===== src/rtl/bbm_pkg.sv =====
package bbm_pkg;

    localparam int CORNERS = 4;
    localparam int STAGES  = 3;
    localparam int HALF    = CORNERS / 2;

    typedef logic [CORNERS-1:0] blk_t;

    typedef struct packed {
        logic valid;
        logic shift;
        logic hold;
        blk_t bits;
    } s1_t;

    typedef struct packed {
        logic valid;
        logic shift;
        blk_t raw;
        blk_t upd;
    } s2_t;

    typedef struct packed {
        logic valid;
        blk_t bits;
    } s3_t;

    function automatic blk_t opposite(input blk_t b);
        blk_t r;
        for (int i = 0; i < CORNERS; i++) r[i] = b[(i + HALF) % CORNERS];
        return r;
    endfunction

    function automatic logic both_diagonals(input blk_t b);
        return (b[0] | b[2]) & (b[1] | b[3]);
    endfunction

endpackage


===== src/rtl/bbm_capture.sv =====
module bbm_capture
    import bbm_pkg::*;
(
    input  logic clk,
    input  logic rst,
    input  logic in_valid,
    input  logic shift_en,
    input  blk_t in_blk,
    output s1_t  s1
);
    s1_t s1_q;

    always_ff @(posedge clk) begin
        if (rst) begin
            s1_q <= '0;
        end else begin
            s1_q.valid <= in_valid;
            s1_q.shift <= shift_en;
            s1_q.hold  <= shift_en | both_diagonals(in_blk);
            s1_q.bits  <= in_blk;
        end
    end

    assign s1 = s1_q;

    // load mode must freeze the rule stage
    a_r7_shift_holds: assert property (@(posedge clk) disable iff (rst)
        shift_en |=> s1_q.hold);

endmodule


===== src/rtl/bbm_rule.sv =====
module bbm_rule
    import bbm_pkg::*;
(
    input  logic clk,
    input  logic rst,
    input  s1_t  s1,
    output s2_t  s2
);
    blk_t moved;
    s2_t  s2_q;

    for (genvar i = 0; i < CORNERS; i++) begin : g_corner
        localparam int OPP = (i + HALF) % CORNERS;
        localparam int NXT = (i + 1) % CORNERS;
        localparam int PRV = (i + CORNERS - 1) % CORNERS;
        assign moved[i] = s1.hold ? s1.bits[i]
                        : ((s1.bits[OPP] & ~s1.bits[i]) | (s1.bits[NXT] & s1.bits[PRV]));
    end

    always_ff @(posedge clk) begin
        if (rst) begin
            s2_q <= '0;
        end else begin
            s2_q.valid <= s1.valid;
            s2_q.shift <= s1.shift;
            s2_q.raw   <= s1.bits;
            s2_q.upd   <= moved;
        end
    end

    assign s2 = s2_q;

    // a held block passes through untouched
    a_r3_static_passes: assert property (@(posedge clk) disable iff (rst)
        s1.hold |=> s2_q.upd == $past(s1.bits));

    // the rule neither creates nor destroys balls
    a_r4_ones_conserved: assert property (@(posedge clk) disable iff (rst)
        1'b1 |=> $countones(s2_q.upd) == $past($countones(s1.bits)));

endmodule


===== src/rtl/bbm_emit.sv =====
module bbm_emit
    import bbm_pkg::*;
(
    input  logic clk,
    input  logic rst,
    input  s2_t  s2,
    output s3_t  s3
);
    s3_t s3_q;

    always_ff @(posedge clk) begin
        if (rst) begin
            s3_q <= '0;
        end else begin
            s3_q.valid <= s2.valid;
            s3_q.bits  <= s2.shift ? opposite(s2.raw) : s2.upd;
        end
    end

    assign s3 = s3_q;

    // load path swaps each corner with its diagonal partner
    a_r7_shift_rotates: assert property (@(posedge clk) disable iff (rst)
        s2.shift |=> s3_q.bits == opposite($past(s2.raw)));

endmodule


===== src/rtl/bbm_block_cell.sv =====
module bbm_block_cell
    import bbm_pkg::*;
(
    input  logic       clk,
    input  logic       rst,
    input  logic       in_valid,
    input  logic       shift_en,
    input  logic [3:0] in_blk,
    output logic       out_valid,
    output logic [3:0] out_blk
);
    s1_t s1;
    s2_t s2;
    s3_t s3;

    bbm_capture u_capture (
        .clk(clk), .rst(rst), .in_valid(in_valid), .shift_en(shift_en),
        .in_blk(in_blk), .s1(s1)
    );

    bbm_rule u_rule (.clk(clk), .rst(rst), .s1(s1), .s2(s2));

    bbm_emit u_emit (.clk(clk), .rst(rst), .s2(s2), .s3(s3));

    assign out_valid = s3.valid;
    assign out_blk   = s3.bits;

    logic [1:0] age_q;
    always_ff @(posedge clk) begin
        if (rst)                  age_q <= '0;
        else if (age_q != 2'd3)   age_q <= age_q + 2'd1;
    end

    // reset empties the output register
    a_r1_reset_clears: assert property (@(posedge clk)
        rst |=> (!out_valid && out_blk == 4'b0000));

    // valid flag arrives three edges after it was sampled
    a_r2_valid_latency: assert property (@(posedge clk) disable iff (rst)
        (age_q == 2'd3) |-> out_valid == $past(in_valid, 3));

endmodule


===== config.mk =====
export PLATFORM = sky130hd
export DESIGN_NAME = bbm_block_cell
export DESIGN_NICKNAME = d
export VERILOG_FILES = /design/src/rtl/bbm_pkg.sv /design/src/rtl/bbm_capture.sv /design/src/rtl/bbm_rule.sv /design/src/rtl/bbm_emit.sv /design/src/rtl/bbm_block_cell.sv
export SDC_FILE = /design/constraint.sdc
export NUM_CORES = 1
export LEC_CHECK = 0
export BUFFER_PORTS_ARGS = -buffer_cell sky130_fd_sc_hd__buf_4
export CORE_MARGIN = 3
export CORE_UTILIZATION = 54
export DETAILED_ROUTE_END_ITERATION = 16
export PLACE_DENSITY_LB_ADDON = 0.12
export SLEW_MARGIN = 5
export SYNTH_ARGS = -nofsm -noshare
export SYNTH_HDL_FRONTEND = slang
export SYNTH_SLANG_ARGS = --single-unit

===== constraint.sdc =====
create_clock -name clk -period 1.2 [get_ports clk]
set_input_delay 0.12 -clock clk [delete_from_list [all_inputs] [get_ports clk]]
set_output_delay 0.12 -clock clk [all_outputs]
set_load 0.02 [all_outputs]

# After elaboration in Yosys (flattened, before gate mapping)
# Cells that the tools add are included.
# classes
mux	5
bitwise	18
# ops
cell	count
1-bit bitwise AND	7
1-bit OR	7
1-bit two-way mux	4
4-bit two-way mux	1
1-bit NOT	4
# word_totals
register_bits	22
in_bits	8
out_inout_bits	5
word_cells	33

# Longest topological paths before layout
# Gate-level depths: netlist of the first run.
# logic_depth
ltp_word	4
ltp_mapped	3
ltp_nobuf	2

# Hierarchy
# A second synthesis of the first run with hierarchy kept.
# unflattened
cells_unflattened	63
area_unflattened_um2	705.7
# modules_own_cells
module	instances	cells_per_inst	area_per_inst_um2	seq_area_each_um2
bbm_rule	1	32	349.1	200.2
bbm_capture	1	16	190.2	140.1
bbm_emit	1	15	166.4	100.1

# Worst setup path after synthesis of the first run
# No wires, ideal clock.
# synth_timing
path_type	reg-to-reg
startpoint	register u_rule.s2_q (netlist bit u_rule.s2[8])
endpoint	register u_emit.s3_q (netlist bit u_emit.s3[0])
setup_ns	0.117
arrival_time_ns	0.644
required_ns	1.083
slack_ns	0.439
path_stages_with_launch	4
path_buffers	1
synth_period_minus_slack_ns	0.761
path_cell_list	dfxtp_1 buf_2 mux2i_1 nor2_1
# synth_via
elab_chain_cells	1
# synth_rtl
element	line	rtl
start: declaration	bbm_rule.sv:10	s2_t s2_q;
4-bit two-way mux	bbm_emit.sv:16	s3_q.bits <= s2.shift ? opposite(s2.raw) : s2.upd;
end: declaration	bbm_emit.sv:9	s3_t s3_q;
# Every way passes these cells.
# A chain may end at the register's enable or synchronous reset.

# Worst setup path after layout of the first run
# layout_timing
startpoint	register u_emit.s3_q (netlist bit u_emit.s3[4])
endpoint	output port out_valid
# layout_rtl
element	line	rtl
end: declaration	bbm_block_cell.sv:9	output logic out_valid,
# No word-level cell between the ends.

==> results by group, run 1 <==
Global route
  – Initial antenna violation count: 0
  – Global Route Usage Sum: a little under an eighth
  – Vias in the first global route: roughly 400
  – Gr ovfl total: 0
  – Largest net degree at the start of global routing: 23
  – First-pass GRT wire length: approximately 1600 um

Synthesis
  – Yosys cell types: 12
  – Syn Area/Cell: between 10 and 15 um2
  – #FFs+latches synth: 22
  – Synth Warn #: 0
  – Synth top area share: approximately three fifths
  – Syn nets: a little over 70
  – Yosys top cell by area: dfxtp_1
  – Post-Syn Instances: 64
  – Sequential-to-total area share from yosys stat: about three fifths
  – Synth Cell Area: between 700 and 800 um2
  – Most area-consuming cells after synthesis: dfxtp_1 62%, nor2b_1 11%, mux2i_1 5.6%

STA
  – Final setup fails: 0
  – Max frequency: 1.126 GHz
  – Worst slew pin tran: roughly 240 ps
  – Hold Vio Cnt, Final: 0
  – Clock Skew: between 9 and 10 ps
  – Tcrit/Tclk final: ~74%
  – Post-layout min period: ~890 ps
  – RSZ-0062 raised after global routing: false
  – Slew Limit Fails: 0
  – Total negative slack: 0 ps
  – Max_slew headroom: between 80% and 90%
  – Worst Hold Slack: 29.76 ps

CTS
  – Hold-fix buffers, CTS: 0
  – CTS sink cnt: 22
  – H-tree Lvls: 1
  – Worst skew pair latency: around 300 ps
  – TritonCTS clock tree: built
  – Largest buffer count on any clock path: 2
  – Reg clk slew, reported paths: between 100 and 150 ps
  – Post-CTS Setup Bufs: 0
  – CTS Buf Count: 3
  – Resized Gates After CTS: 0
  – CTS root buf: clkbuf_4

Die
  – Die H: 42.28 um
  – Die width: 42.28 um
  – Rows: 12
  – Ports: 13
  – Starting Density: between 60% and 70%
  – Die area: about 1800 um2
  – Area of the core: around 1200 um2

Setup path
  – WS Path Type: reg2out
  – CP delay by family, top: flip-flops
  – WP data arrival: 770 ps
  – Crit-path max FO: 1
  – CP bufs+invs: 1
  – Critical-path cell list: buf_4
  – Slowest CP cell: dfxtp_1
  – Crit path capture type: output port
  – Slowest cell delay on critical path: around 320 ps
  – Critical Path RT: about 1100 ps
  – Crit start category: register

Cells and area
  – Antenna Cells: 0
  – Share of layout cells above drive strength 1: around a quarter
  – Design area: between 800 and 900 um2
  – Layout fillers: around 90
  – Finished Core Util: around three quarters
  – Final Non-Filler Cells: between 90 and 100
  – Leading cell type in the layout, fill and taps excluded: dfxtp_1
  – Most frequent cells in the layout: 22 x dfxtp_1, 12 x nor2b_1, 12 x buf_4
  – Area delta synth->final: 20.42%
  – # nets final: between 80 and 90

Route
  – Vias: 440
  – Met3 wire length: 60 um
  – Antenna-violating nets left: 0
  – Wire length per cell: 9.989 um
  – Residual DRC: 0
  – DR top layer: met4
  – Final WL: slightly above 900 um
  – Metal-1 WL: about 450 um
  – Vias per inst: 4.835
  – Met2 WL: 390 um
  – First-pass DRT Iterations: 2
  – Initial DRC count: 2

Placement
  – Inst Count DP: 87
  – Dpl cell area: approximately 800 um2
  – Detailed Place HPWL: between 600 and 700 um
  – RePlAce Congestion: 0.7214
  – # port buffers: 12

Job
  – Max-cap violations: 0

Power
  – Clk pwr share: 37.9%
  – Sw power: around 270 uW
  – Leak Pwr: about 0.00035 uW
  – Pwr Density: approximately 1700 nW/um2
  – Max IR drop VDD: around 1500 uV
  – Internal: 1163 uW
  – Switching Share: approximately a fifth
  – Combinational power share: under 10%
  – Seq pwr share: approximately 55%

Min path
  – Worst Hold Class: in2reg

Outcome
  – Status: complete, no violations
cells by family after synthesis:
| logic type | Yosys count | synth area share, % |
|---|---|---|
| AND/OR/NAND/NOR | 27 | 22.71 |
| flip-flops | 22 | 61.97 |
| AO/OA/AOI/OAI | 6 | 6.513 |
| buffers and inverters | 5 | 3.169 |
| multiplexers | 4 | 5.634 |
cell type report:
type | instances | area [um2] | share of cell area [%]
Sequential cell | 22 | 440.4 | 51.46
Multi-Input combinational cell | 37 | 247.7 | 28.95
Timing Repair Buffer | 12 | 90.09 | 10.53
Clock inverter | 1 | 30.03 | 3.509
Clock buffer | 3 | 22.52 | 2.632
Tap cell | 14 | 17.52 | 2.047
Inverter | 2 | 7.507 | 0.8772
power by group through the flow:
stage / Combinational (uW) / Sequential, uW / Clock [uW]
after floorplan: 59.9 / 808 / 0
after global placement: 101 / 803 / 0
after detailed placement: 103 / 804 / 0
after CTS: 104 / 788 / 558
after global routing: 115 / 792 / 590
final: 102 / 788 / 543
flip-flops by register name (all words and copies together) (netlist names):
register      count
u_emit.s3         5
u_rule.s2        10
u_capture.s1      7
synthesized netlist by cell type, drive strengths merged:
master  count
nor2b      16
nand2b      4
dfxtp      22
o22ai       1
mux2i       4
buf         3
nand2       2
a311oi      4
a21oi       1
inv         2
nor2        5
path summary, 6_finish.rpt:
kind	start	endpoint	slack [ps]	cells past startpoint
hold reg to reg	u_capture.s1[5]	u_rule.s2[8]	450	1
hold / removal	in_valid	u_capture.s1[6]	30	2
setup / recovery	u_emit.s3[4]	out_valid	310	1
setup reg to reg	u_capture.s1[2]	u_rule.s2[2]	340	2
metal layers:
| layer | vias to the layer above | global-route usage (%) |
|---|---|---|
| met5 | - | 0 |
| met1 | 191 | 13.79 |
| li1 | 233 | - |
| met2 | 14 | 17.63 |
| met3 | 2 | 2.575 |
| met4 | 0 | 7.453 |
stage by stage:
step,power [uW],worst slack [ps]
2_1_floorplan,868.2,439.0
3_3_place_gp,904.0,387.2
3_5_place_dp,907.8,342.3
4_1_cts,1450,297.2
5_1_grt,1497,254.6
6_report,1433,311.7
No activity file was read; power rests on OpenSTA's default activity.
==> inputs of run 2 (changes only) <==
Settings changed: CORE_UTILIZATION 54 to 45.
Clock period 1.2 ns to 0.8 ns, I/O delays scaled along.
==> results by group, run 2 (synthesis gave the netlist of run 1 again) <==
Route
  – Vias: 465 (was 440)
  – Antenna-violating nets left: 0 (unchanged)
  – Vias per inst: 4.844 (was 4.835)
  – Met3 wire length: 58 um (was 60 um)
  – Final WL: 1110 um (was 909 um)
  – Metal-1 WL: 509 um (was 450 um)
  – First-pass DRT Iterations: 2 (unchanged)
  – Wire length per cell: 11.56 um (was 9.989 um)
  – Residual DRC: 0 (unchanged)
  – DR top layer: met4 (unchanged)
  – Met2 WL: 513 um (was 390 um)
  – Initial DRC count: 6 (was 2)

Placement
  – Inst Count DP: 88 (was 87)
  – RePlAce Congestion: 0.6204 (was 0.7214)
  – # port buffers: 12 (unchanged)
  – Detailed Place HPWL: 604.1 um (was 626.1 um)

STA
  – Final setup fails: 9 (was 0)
  – Worst Hold Slack: 11.91 ps (was 29.76 ps)
  – RSZ-0062 raised after global routing: true (was false)
  – Post-layout min period: roughly 840 ps
  – Max_slew headroom: 83.40% (was 84.16%)
  – Slew Limit Fails: 0 (unchanged)
  – Max frequency: 1.197 GHz
  – Clock Skew: 4.578 ps (was 9.601 ps)
  – Hold Vio Cnt, Final: 0 (unchanged)
  – Total negative slack: -212.1 ps (was 0 ps)
  – Tcrit/Tclk final: 104.4%
  – Worst slew pin tran: 249.0 ps (was 237.3 ps)
  – Worst setup margin: -35.13 ps (was 311.7 ps)

CTS
  – CTS root buf: clkbuf_4 (unchanged)
  – CTS sink cnt: 22 (unchanged)
  – Reg clk slew, reported paths: 110 ps (was 120 ps)
  – Worst skew pair latency: 290 ps (was 300 ps)
  – H-tree Lvls: 1 (unchanged)
  – TritonCTS clock tree: built (unchanged)
  – CTS Buf Count: 3 (unchanged)
  – Largest buffer count on any clock path: 2 (unchanged)

Setup path
  – WP data arrival: 1050 ps (was 770 ps)
  – Critical Path RT: 1020 ps (was 1080 ps)
  – WS Path Type: reg2reg (was reg2out)
  – Crit path capture type: register (was output port)
  – Crit start category: register (unchanged)
  – Crit-path max FO: 5 (was 1)
  – Critical-path cell list: nand2b_1, a311oi_1 (was buf_4)
  – Slowest cell delay on critical path: 380 ps (was 320 ps)
  – CP delay by family, top: flip-flops (unchanged)
  – Slowest CP cell: dfxtp_4 (was dfxtp_1)
  – CP bufs+invs: 0 (was 1)

Die
  – Die width: 45.74 um (was 42.28 um)
  – Rows: 13 (was 12)
  – Ports: 13 (unchanged)
  – Die H: 45.74 um (was 42.28 um)
  – Starting Density: 51.40% (was 60.68%)
  – Die area: 2092 um2 (was 1787 um2)
  – Area of the core: 1383 um2 (was 1171 um2)

Global route
  – Initial antenna violation count: 0 (unchanged)
  – Gr ovfl total: 0 (unchanged)
  – Vias in the first global route: 420 (was 392)
  – Largest net degree at the start of global routing: 23 (unchanged)
  – First-pass GRT wire length: 1814 um (was 1566 um)
  – Global Route Usage Sum: 12.80% (was 11.33%)

Power
  – Max IR drop VDD: 1250 uV (was 1538 uV)
  – Leak Pwr: 0.0003855 uW (was 0.0003532 uW)
  – Pwr Density: 1925 nW/um2 (was 1675 nW/um2)

Min path
  – Worst Hold Class: in2reg (unchanged)

Cells and area
  – Area delta synth->final: 35.39% (was 20.42%)
  – Max reg flops: 10 (unchanged)
  – Most frequent cells in the layout: 12 x nor2b_1, 12 x dfxtp_1, 8 x buf_4 (was 22 x dfxtp_1, 12 x nor2b_1, 12 x buf_4)
  – Share of layout cells above drive strength 1: 45.68% (was 25.97%)
  – Antenna Cells: 0 (unchanged)
  – # nets final: 91 (was 86)
  – Final Non-Filler Cells: 96 (was 91)

Job
  – Max-cap violations: 0 (unchanged)

Outcome
  – Failing checks: negative setup slack
  – Status: complete, but fails checks (was complete, no violations)
-- run 2: changes by cell type in the layout (fill, tap and decap cells not counted), sizes merged --
cell	delta
bufinv	-1
buf	+1
dlygate4sd3	+4
-- run 2: final timing paths --
check,from,slack [ps],to,cells past startpoint
max reg2reg,u_capture.s1[0],-40,u_rule.s2[0],2
max,u_capture.s1[0],-40,u_rule.s2[0],2
min reg2reg,u_rule.s2[9],440,u_emit.s3[4],1
min,shift_en,10,u_capture.s1[5],3
-- run 2: final cells by class --
cell class	count	area [um2]
clock buffer	3	22.52
fill	114	420.4
inverter	2	7.507
multi-input combinational	37	291.5
sequential	22	465.4
tap	15	18.77
timing repair buffer	17	156.4
-- run 2: worst min-delay path, cell delays in order --
cell	delay, ps
buf_4	70
inv_1	40
nor2_1	80
-- run 2: metal layers --
metal  global-route usage, %  vias to the layer above
met2                   18.38                       14
li1                        -                      244
met5                       0                        -
met1                   15.82                      203
met3                   2.372                        4
met4                   11.93                        0
-- run 2: power by group --
part	internal (uW)	switching (uW)	total (uW)	leakage, uW
logic	122	81.9	204	0.000185
registers	1150	37.2	1190	0.000187
clock network	175	287	462	0.0000138
-- run 2: stage by stage --
stage / power [uW] / worst slack [ps] / util [%] / cell area, um2
4_1_cts: 1870 / -41.73 / 67.33 / 930.9
5_1_grt: 1955 / -65.31 / 69.59 / 962.2
6_report: 1852 / -35.13 / 69.59 / 962.2
3_3_place_gp: 1358 / -17.96 / 58.19 / 804.5
2_1_floorplan: 1302 / 38.95 / - / 710.7
3_5_place_dp: 1361 / -31.21 / 58.19 / 804.5
-- run 2: timing repair --
item | CTS | global route
buffers inserted | 1 | 0
hold endpoints to repair | 4 | 0
pin swaps | 4 | 1
hold buffers | 4 | 0
endpoints found under the setup margin | 13 | 14
resized for setup | 19 | 8
